File: src/rtl/adc_seq_pkg.sv
package adc_seq_pkg;

    typedef enum logic [1:0] {
        ST_IDLE  = 2'd0,
        ST_CONV  = 2'd1,
        ST_STORE = 2'd2
    } seq_state_e;

    localparam int unsigned ADDR_CTRL  = 0;
    localparam int unsigned ADDR_STAT  = 1;
    localparam int unsigned ADDR_DATA0 = 2;

    localparam int unsigned CTRL_FAST_BIT = 6;
    localparam int unsigned CTRL_RUN_BIT  = 5;
    localparam int unsigned RSVD_W        = 5;

    localparam int unsigned STAT_FLAG_BIT = 7;
    localparam int unsigned STAT_IE_BIT   = 6;
    localparam int unsigned STAT_SCAN_BIT = 5;

endpackage

File: src/rtl/adc_seq_regs.sv
module adc_seq_regs
    import adc_seq_pkg::*;
#(
    parameter int unsigned CHW    = 3,
    parameter int unsigned ADDR_W = 4,
    parameter int unsigned DATA_W = 16
) (
    input  logic              clk,
    input  logic              rst_n,
    input  logic              bus_sel,
    input  logic              bus_wr,
    input  logic [ADDR_W-1:0] bus_addr,
    input  logic [7:0]        wbyte,
    input  logic              seq_clear_run,
    input  logic              seq_set_flag,
    output logic              run_q,
    output logic              fast_q,
    output logic              scan_q,
    output logic              ie_q,
    output logic [CHW-1:0]    sel_q,
    output logic              flag_q,
    output logic              start_pulse,
    output logic              stop_pulse,
    output logic [DATA_W-1:0] ctrl_word,
    output logic [DATA_W-1:0] stat_word
);

    logic wr_ctrl, wr_stat, rd_stat;
    logic armed_q;

    assign wr_ctrl = bus_sel && bus_wr && (bus_addr == ADDR_W'(ADDR_CTRL));
    assign wr_stat = bus_sel && bus_wr && (bus_addr == ADDR_W'(ADDR_STAT));
    assign rd_stat = bus_sel && !bus_wr && (bus_addr == ADDR_W'(ADDR_STAT));

    assign start_pulse = wr_ctrl && wbyte[CTRL_RUN_BIT] && !run_q;
    assign stop_pulse  = wr_ctrl && !wbyte[CTRL_RUN_BIT] && run_q;

    // start/stop bit: software sets and clears, sequencer clears in single mode
    always_ff @(posedge clk or negedge rst_n) begin
        if (!rst_n) begin
            run_q <= 1'b0;
        end else if (start_pulse) begin
            run_q <= 1'b1;
        end else if (stop_pulse || seq_clear_run) begin
            run_q <= 1'b0;
        end
    end

    // configuration: frozen while running
    always_ff @(posedge clk or negedge rst_n) begin
        if (!rst_n) begin
            fast_q <= 1'b0;
            ie_q   <= 1'b0;
            scan_q <= 1'b0;
            sel_q  <= '0;
        end else begin
            if (wr_ctrl && !run_q) begin
                fast_q <= wbyte[CTRL_FAST_BIT];
            end
            if (wr_stat && !run_q) begin
                ie_q   <= wbyte[STAT_IE_BIT];
                scan_q <= wbyte[STAT_SCAN_BIT];
                sel_q  <= wbyte[CHW-1:0];
            end
        end
    end

    // end flag: read-as-one then write-zero clear; a new set wins
    always_ff @(posedge clk or negedge rst_n) begin
        if (!rst_n) begin
            flag_q  <= 1'b0;
            armed_q <= 1'b0;
        end else begin
            if (seq_set_flag) begin
                flag_q <= 1'b1;
            end else if (wr_stat && armed_q && !wbyte[STAT_FLAG_BIT]) begin
                flag_q <= 1'b0;
            end
            if (wr_stat) begin
                armed_q <= 1'b0;
            end else if (rd_stat && flag_q) begin
                armed_q <= 1'b1;
            end
        end
    end

    always_comb begin
        ctrl_word                = '0;
        ctrl_word[RSVD_W-1:0]    = '1;
        ctrl_word[CTRL_FAST_BIT] = fast_q;
        ctrl_word[CTRL_RUN_BIT]  = run_q;
    end

    always_comb begin
        stat_word                = '0;
        stat_word[CHW-1:0]       = sel_q;
        stat_word[STAT_SCAN_BIT] = scan_q;
        stat_word[STAT_IE_BIT]   = ie_q;
        stat_word[STAT_FLAG_BIT] = flag_q;
    end

endmodule

File: src/rtl/adc_seq_fsm.sv
module adc_seq_fsm
    import adc_seq_pkg::*;
#(
    parameter int unsigned CHW      = 3,
    parameter int unsigned GRP      = 4,
    parameter int unsigned SLOW_CYC = 266,
    parameter int unsigned FAST_CYC = 134,
    localparam int unsigned MAXC    = (SLOW_CYC > FAST_CYC) ? SLOW_CYC : FAST_CYC,
    localparam int unsigned CNT_W   = $clog2(MAXC)
) (
    input  logic             clk,
    input  logic             rst_n,
    input  logic             start_pulse,
    input  logic             stop_pulse,
    input  logic             fast,
    input  logic             scan,
    input  logic [CHW-1:0]   sel,
    output logic [CHW-1:0]   conv_ch,
    output logic             store_pulse,
    output logic             set_flag,
    output logic             clear_run,
    output seq_state_e       state_o,
    output logic [CNT_W-1:0] cnt_o
);

    localparam logic [CHW-1:0] BASE_MASK = ~CHW'(GRP - 1);

    seq_state_e       st_q, st_n;
    logic [CNT_W-1:0] cnt_q, cnt_n;
    logic [CHW-1:0]   ch_q, ch_n;
    logic [CNT_W-1:0] end_cnt;
    logic [CHW-1:0]   base_ch;
    logic             last_ch;

    assign end_cnt = fast ? CNT_W'(FAST_CYC - 2) : CNT_W'(SLOW_CYC - 2);
    assign base_ch = sel & BASE_MASK;
    assign last_ch = (ch_q == sel);

    // state register
    always_ff @(posedge clk or negedge rst_n) begin
        if (!rst_n) begin
            st_q  <= ST_IDLE;
            cnt_q <= '0;
            ch_q  <= '0;
        end else begin
            st_q  <= st_n;
            cnt_q <= cnt_n;
            ch_q  <= ch_n;
        end
    end

    // next state
    always_comb begin
        st_n  = st_q;
        cnt_n = cnt_q;
        ch_n  = ch_q;
        unique case (st_q)
            ST_IDLE: begin
                if (start_pulse) begin
                    st_n  = ST_CONV;
                    cnt_n = '0;
                    ch_n  = scan ? base_ch : sel;
                end
            end
            ST_CONV: begin
                if (stop_pulse) begin
                    st_n = ST_IDLE;
                end else if (cnt_q == end_cnt) begin
                    st_n = ST_STORE;
                end else begin
                    cnt_n = cnt_q + 1'b1;
                end
            end
            ST_STORE: begin
                if (stop_pulse || !scan) begin
                    st_n = ST_IDLE;
                end else begin
                    st_n  = ST_CONV;
                    cnt_n = '0;
                    ch_n  = last_ch ? base_ch : ch_q + 1'b1;
                end
            end
            default: begin
                st_n = ST_IDLE;
            end
        endcase
    end

    // outputs
    always_comb begin
        store_pulse = (st_q == ST_STORE) && !stop_pulse;
        set_flag    = store_pulse && (!scan || last_ch);
        clear_run   = store_pulse && !scan;
    end

    assign conv_ch = ch_q;
    assign state_o = st_q;
    assign cnt_o   = cnt_q;

endmodule

File: src/rtl/adc_seq_store.sv
module adc_seq_store #(
    parameter int unsigned NCH      = 8,
    parameter int unsigned CHW      = 3,
    parameter int unsigned SAMPLE_W = 10,
    parameter int unsigned DATA_W   = 16
) (
    input  logic                clk,
    input  logic                rst_n,
    input  logic                store_pulse,
    input  logic [CHW-1:0]      store_ch,
    input  logic [SAMPLE_W-1:0] sample,
    input  logic [CHW-1:0]      rd_idx,
    output logic [DATA_W-1:0]   rd_word
);

    logic [SAMPLE_W-1:0] slot_words [NCH];

    for (genvar k = 0; k < NCH; k++) begin : g_slot
        logic [SAMPLE_W-1:0] slot_q;
        always_ff @(posedge clk or negedge rst_n) begin
            if (!rst_n) begin
                slot_q <= '0;
            end else if (store_pulse && (store_ch == CHW'(k))) begin
                slot_q <= sample;
            end
        end
        assign slot_words[k] = slot_q;
    end

    assign rd_word = {slot_words[rd_idx], {(DATA_W - SAMPLE_W){1'b0}}};

endmodule

File: src/rtl/adc_seq_ctrl.sv
module adc_seq_ctrl
    import adc_seq_pkg::*;
#(
    parameter int unsigned NCH      = 8,
    parameter int unsigned GRP      = 4,
    parameter int unsigned SAMPLE_W = 10,
    parameter int unsigned DATA_W   = 16,
    parameter int unsigned ADDR_W   = 4,
    parameter int unsigned SLOW_CYC = 266,
    parameter int unsigned FAST_CYC = 134,
    localparam int unsigned CHW     = $clog2(NCH),
    localparam int unsigned MAXC    = (SLOW_CYC > FAST_CYC) ? SLOW_CYC : FAST_CYC,
    localparam int unsigned CNT_W   = $clog2(MAXC)
) (
    input  logic                clk,
    input  logic                rst_n,
    input  logic                bus_sel,
    input  logic                bus_wr,
    input  logic [ADDR_W-1:0]   bus_addr,
    input  logic [DATA_W-1:0]   bus_wdata,
    output logic [DATA_W-1:0]   bus_rdata,
    input  logic [SAMPLE_W-1:0] sample_in,
    output logic [CHW-1:0]      conv_ch,
    output logic                irq
);

    logic             run_q, fast_q, scan_q, ie_q, flag_q;
    logic [CHW-1:0]   sel_q;
    logic             start_pulse, stop_pulse;
    logic             store_pulse, set_flag, clear_run;
    seq_state_e       seq_state;
    logic [CNT_W-1:0] seq_cnt;
    logic [DATA_W-1:0] ctrl_word, stat_word, data_word;
    logic [CHW-1:0]   data_idx;
    logic             unused_wdata_hi;

    assign unused_wdata_hi = ^bus_wdata[DATA_W-1:8];

    adc_seq_regs #(
        .CHW    (CHW),
        .ADDR_W (ADDR_W),
        .DATA_W (DATA_W)
    ) u_regs (
        .clk           (clk),
        .rst_n         (rst_n),
        .bus_sel       (bus_sel),
        .bus_wr        (bus_wr),
        .bus_addr      (bus_addr),
        .wbyte         (bus_wdata[7:0]),
        .seq_clear_run (clear_run),
        .seq_set_flag  (set_flag),
        .run_q         (run_q),
        .fast_q        (fast_q),
        .scan_q        (scan_q),
        .ie_q          (ie_q),
        .sel_q         (sel_q),
        .flag_q        (flag_q),
        .start_pulse   (start_pulse),
        .stop_pulse    (stop_pulse),
        .ctrl_word     (ctrl_word),
        .stat_word     (stat_word)
    );

    adc_seq_fsm #(
        .CHW      (CHW),
        .GRP      (GRP),
        .SLOW_CYC (SLOW_CYC),
        .FAST_CYC (FAST_CYC)
    ) u_fsm (
        .clk         (clk),
        .rst_n       (rst_n),
        .start_pulse (start_pulse),
        .stop_pulse  (stop_pulse),
        .fast        (fast_q),
        .scan        (scan_q),
        .sel         (sel_q),
        .conv_ch     (conv_ch),
        .store_pulse (store_pulse),
        .set_flag    (set_flag),
        .clear_run   (clear_run),
        .state_o     (seq_state),
        .cnt_o       (seq_cnt)
    );

    assign data_idx = CHW'(bus_addr - ADDR_W'(ADDR_DATA0));

    adc_seq_store #(
        .NCH      (NCH),
        .CHW      (CHW),
        .SAMPLE_W (SAMPLE_W),
        .DATA_W   (DATA_W)
    ) u_store (
        .clk         (clk),
        .rst_n       (rst_n),
        .store_pulse (store_pulse),
        .store_ch    (conv_ch),
        .sample      (sample_in),
        .rd_idx      (data_idx),
        .rd_word     (data_word)
    );

    always_comb begin
        if (bus_addr == ADDR_W'(ADDR_CTRL)) begin
            bus_rdata = ctrl_word;
        end else if (bus_addr == ADDR_W'(ADDR_STAT)) begin
            bus_rdata = stat_word;
        end else if (bus_addr >= ADDR_W'(ADDR_DATA0) &&
                     bus_addr <  ADDR_W'(ADDR_DATA0 + NCH)) begin
            bus_rdata = data_word;
        end else begin
            bus_rdata = '0;
        end
    end

    assign irq = flag_q & ie_q;

endmodule

File: config.mk
export PLATFORM = sky130hd
export DESIGN_NAME = adc_seq_ctrl
export DESIGN_NICKNAME = d
export VERILOG_FILES = /design/src/rtl/adc_seq_pkg.sv /design/src/rtl/adc_seq_regs.sv /design/src/rtl/adc_seq_fsm.sv /design/src/rtl/adc_seq_store.sv /design/src/rtl/adc_seq_ctrl.sv
export SDC_FILE = /design/constraint.sdc
export NUM_CORES = 1
export LEC_CHECK = 0
export ABC_AREA = 1
export BUFFER_PORTS_ARGS = -buffer_cell sky130_fd_sc_hd__buf_2
export CAP_MARGIN = 15
export CORE_MARGIN = 2
export CORE_UTILIZATION = 65
export CTS_BUF_LIST = sky130_fd_sc_hd__clkbuf_4
export DETAILED_ROUTE_END_ITERATION = 8
export GPL_TIMING_DRIVEN = 0
export HOLD_SLACK_MARGIN = 0.1
export PLACE_DENSITY_LB_ADDON = 0.08
export SLEW_MARGIN = 40
export SYNTH_ARGS = -nofsm -noshare
export SYNTH_HDL_FRONTEND = slang
export SYNTH_SLANG_ARGS = --single-unit
File: constraint.sdc
create_clock -name clk -period 2.48 [get_ports clk]
set_input_delay 0.372 -clock clk [delete_from_list [all_inputs] [get_ports clk]]
set_output_delay 0.372 -clock clk [all_outputs]
set_load 0.05 [all_outputs]
==> impl_metrics.yaml <==
timing:
  maximum_clock_rate_mhz: 428
  tightestPinTransition_ns: 0.561
  slew_headroom: 0.626
  whs_ns: 0.140
  fin_setup_tns_ns: 0
  timing.final.crit_period_ns: 2.33
  clock-skew-final_ns: 0.0219
  fin_crit_sh: 0.941
  report.final.slew_viol_count: 0
  timing.final.setup_violations: 0
  unrepaired_setup_endpoints_after_global_routing: "no"
  hold_viol: 0
  setup_ws_ns: 0.146
worst_hold_path:
  min_path_type: "in2reg"
drt:
  dr.first_iter.drc_count: 345
  detailedRoute.firstPassIterationCount: 5
  detail_route.wl_per_cell_um: 16.2
  drc: 0
  vias: 4612
  route.detailed.vias_per_inst: 5.76
  route.final.wire_length_um: 13000
  antenna_violating_nets_post_route: 0
synth:
  post_synth_and_or_nand_nor_area_fraction: 0.275
  seq_area_frac_synth: 0.493
  synthAdderAreaFrac: 0.0192
  synth-seq-cells: 103
  dominant_combinational_cell_family_by_area_after_synthesis: "simple AND/OR/NAND/NOR gates"
  synth_top_cell_by_area: "sky130_fd_sc_hd__dfrtp_1"
  synth_cell_types: 37
  syn_inst: 638
  synth_mux_area_frac: 0
  synth-warning-count: 0
  yosys.area.top_type_share: 0.493
  synth_top_cells_by_area: "sky130_fd_sc_hd__dfrtp_1, sky130_fd_sc_hd__nand2_1, sky130_fd_sc_hd__o21ai_1, sky130_fd_sc_hd__nand3_1, sky130_fd_sc_hd__inv_1"
  synthesis.nets: 680
  synth-xor-area-share: 0.0134
  synth_compound_area_frac: 0.123
  synth.cell_area_um2: 5220
  synth.avg_cell_area_um2: 8.19
place:
  pre_cts_setup_slack_ns: 0.177
  detailedPlacementHpwl_um: 9090
  place.port_buffers: 42
  gp_congestion: 0.937
  dpl.cell_count: 783
layout:
  post_route_cells_drive_above_1_share: 0.166
  instances_no_fill: 801
  num-nets-final: 736
  insertedDiodeCount: 0
  flow.area_growth_from_synthesis_pct: 10.4
flow_run:
  cap_violations: 0
cts:
  total_cts_buffers: 9
  cts-root-to-sink-buffers: 2
  clkSlewWorstSetupHoldPaths_ns: 0.15
  cts-htree-levels: 3
  clockRootBuffer: "sky130_fd_sc_hd__clkbuf_4"
  tritoncts: "done"
  clock_sink_count: 103
  worst_skew_pair.late_latency_ns: 0.46
  cts.repair_timing.setup_buffer_count: 0
floorplan:
  placement_rows: 32
  i_o_pins: 54
  die_area_um2: 8770
  die_height_um: 93.6
  starting_density_of_the_core: 0.673
  chipWidth_um: 93.6
  coreArea_um2: 7770
grt:
  global_route.peak_usage_layer: "met2"
  pin_count_of_the_biggest_net_entering_global_routing: 66
  first_global_vias: 4371
  grt_pass1_wl_um: 21700
  grt_util_met2: 0.525
  grt_antenna_before_repair: 0
  grt_use_total: 0.321
  grt.overflow.total: 0
  globalRouteMet3Util: 0.0604
  use_met1: 0.434
power:
  power.static_leakage_nw: 2.83
  overall_power_of_the_completed_layout_mw: 3.83
  cellPowerDensity_nw_per_um2: 664
  vdd.ir_drop.worst_uv: 609
worst_setup_path:
  timing.critical_path.required_ns: 2.11
  timing.critical_path.arrival_ns: 1.96
  crit_fanout: 10
  worst-setup-path-type: "in2out"
  crit_path_end_kind: "output pin"
  critical_path.startpoint_type: "primary input"
outcome:
  run_status: "completed"
## cell families after synthesis
family	after synthesis
and+or+nand+nor	318
AOI/OAI and AO/OA	118
DFF	103
buffers and inverters	83
xor gates and xnor gates	8
adders and majority gates	8
## worst max-delay path, stage by stage
cell and delay, ns:
sky130_fd_sc_hd__buf_2 0.13, sky130_fd_sc_hd__xor2_1 0.22, sky130_fd_sc_hd__clkbuf_1 0.47, sky130_fd_sc_hd__a31oi_1 0.14, sky130_fd_sc_hd__nor3_1 0.29, sky130_fd_sc_hd__buf_2 0.33
## cell type report
cell class	instances	area, um^2
Buffer	32	206
Sequential cell	103	2580
Multi-Input combinational cell	452	2250
Clock inverter	6	70.1
Inverter	51	191
Tap cell	102	128
Clock buffer	10	75.1
Timing Repair Buffer	45	268
Fill cell	644	2000
## Yosys cell counts
library cell / count
sky130_fd_sc_hd__a21oi_1: 8
sky130_fd_sc_hd__a22o_1: 1
sky130_fd_sc_hd__a31oi_1: 8
sky130_fd_sc_hd__and3_1: 1
sky130_fd_sc_hd__buf_2: 14
sky130_fd_sc_hd__buf_4: 8
sky130_fd_sc_hd__buf_6: 5
sky130_fd_sc_hd__clkbuf_1: 5
sky130_fd_sc_hd__clkinv_1: 1
sky130_fd_sc_hd__dfrtp_1: 103
sky130_fd_sc_hd__ha_1: 8
sky130_fd_sc_hd__inv_1: 46
sky130_fd_sc_hd__inv_2: 4
sky130_fd_sc_hd__nand2_1: 197
sky130_fd_sc_hd__nand2_2: 3
sky130_fd_sc_hd__nand3_1: 56
sky130_fd_sc_hd__nand3_4: 1
sky130_fd_sc_hd__nand3b_1: 1
sky130_fd_sc_hd__nand4_1: 3
sky130_fd_sc_hd__nor2_1: 15
sky130_fd_sc_hd__nor2_2: 3
sky130_fd_sc_hd__nor2_4: 4
sky130_fd_sc_hd__nor2_8: 2
sky130_fd_sc_hd__nor3_1: 10
sky130_fd_sc_hd__nor3b_1: 1
sky130_fd_sc_hd__nor4_1: 1
sky130_fd_sc_hd__o211ai_1: 2
sky130_fd_sc_hd__o21a_1: 9
sky130_fd_sc_hd__o21ai_0: 26
sky130_fd_sc_hd__o21ai_1: 61
sky130_fd_sc_hd__o21bai_1: 1
sky130_fd_sc_hd__o221ai_1: 1
sky130_fd_sc_hd__o32ai_1: 1
sky130_fd_sc_hd__or2_0: 8
sky130_fd_sc_hd__or2_2: 12
sky130_fd_sc_hd__xnor2_1: 4
sky130_fd_sc_hd__xor2_1: 4
## path summary, 6_finish.rpt
kind                                                         startpoint                                      end  slack [ns]  cells after the start
min in group asynchronous                                         rst_n  u_store.g_slot[4].slot_q[7]$_DFFE_PN0P_        0.36                      2
max in group asynchronous                                         rst_n  u_store.g_slot[2].slot_q[1]$_DFFE_PN0P_        1.50                      3
worst min register to register  u_store.g_slot[7].slot_q[5]$_DFFE_PN0P_  u_store.g_slot[7].slot_q[5]$_DFFE_PN0P_        0.50                      2
worst max-delay path                                        bus_addr[2]                            bus_rdata[10]        0.15                      6
worst min-delay path                                       bus_wdata[0]              u_regs.sel_q[0]$_DFFE_PN0P_        0.14                      3
worst max register to register               u_fsm.cnt_o[0]$_DFFE_PN0P_               u_fsm.cnt_o[2]$_DFFE_PN0P_        0.79                      9
## state kept, by name, summed over array words and instances (netlist names)
name / count
u_fsm.cnt_o: 9
u_fsm.conv_ch: 3
u_regs.sel_q: 3
u_store.g_slot.slot_q: 80
u_regs.scan_q: 1
u_regs.fast_q: 1
u_regs.run_q: 1
u_fsm.state_o: 2
u_regs.ie_q: 1
u_regs.flag_q: 1
u_regs.armed_q: 1
## power breakdown
part / switching (mW) / internal, mW / total (mW)
registers: 0.136 / 1.81 / 1.94
clock network: 0.573 / 0.327 / 0.901
logic: 0.648 / 0.334 / 0.982
total: 1.36 / 2.47 / 3.83
## metrics by stage
step                cell area, um^2   util
global placement               5560  0.716
finish                         5770  0.742
detailed placement             5600  0.721
floorplan                      5220      -
global route                   5770  0.742
CTS                            5750  0.741
## timing repair
item,4_1_cts,5_1_grt
resized for setup,0,2
hold endpoints to repair,38,1
hold buffers,1,1
setup endpoints to repair,0,1
## placed cells by master, fill, tap and decap left out, types with 9 or more instances in the layout
master	Yosys	routed
sky130_fd_sc_hd__or2_2	12	12
sky130_fd_sc_hd__buf_2	14	55
sky130_fd_sc_hd__nand3_1	56	56
sky130_fd_sc_hd__o21ai_0	26	26
sky130_fd_sc_hd__o21ai_1	61	61
sky130_fd_sc_hd__inv_1	46	46
sky130_fd_sc_hd__dfrtp_1	103	103
sky130_fd_sc_hd__nor2_1	15	15
sky130_fd_sc_hd__nor3_1	10	10
sky130_fd_sc_hd__nand2_1	197	197
sky130_fd_sc_hd__o21a_1	9	9
sky130_fd_sc_hd__clkbuf_4	0	10
## metal layers
metal / wire (um) / share of wire
met4: 271 / 0.021
met3: 831 / 0.064
met5: 0 / 0
met1: 5400 / 0.42
met2: 6490 / 0.50
Note: power is estimated with default switching activity, not from simulation.
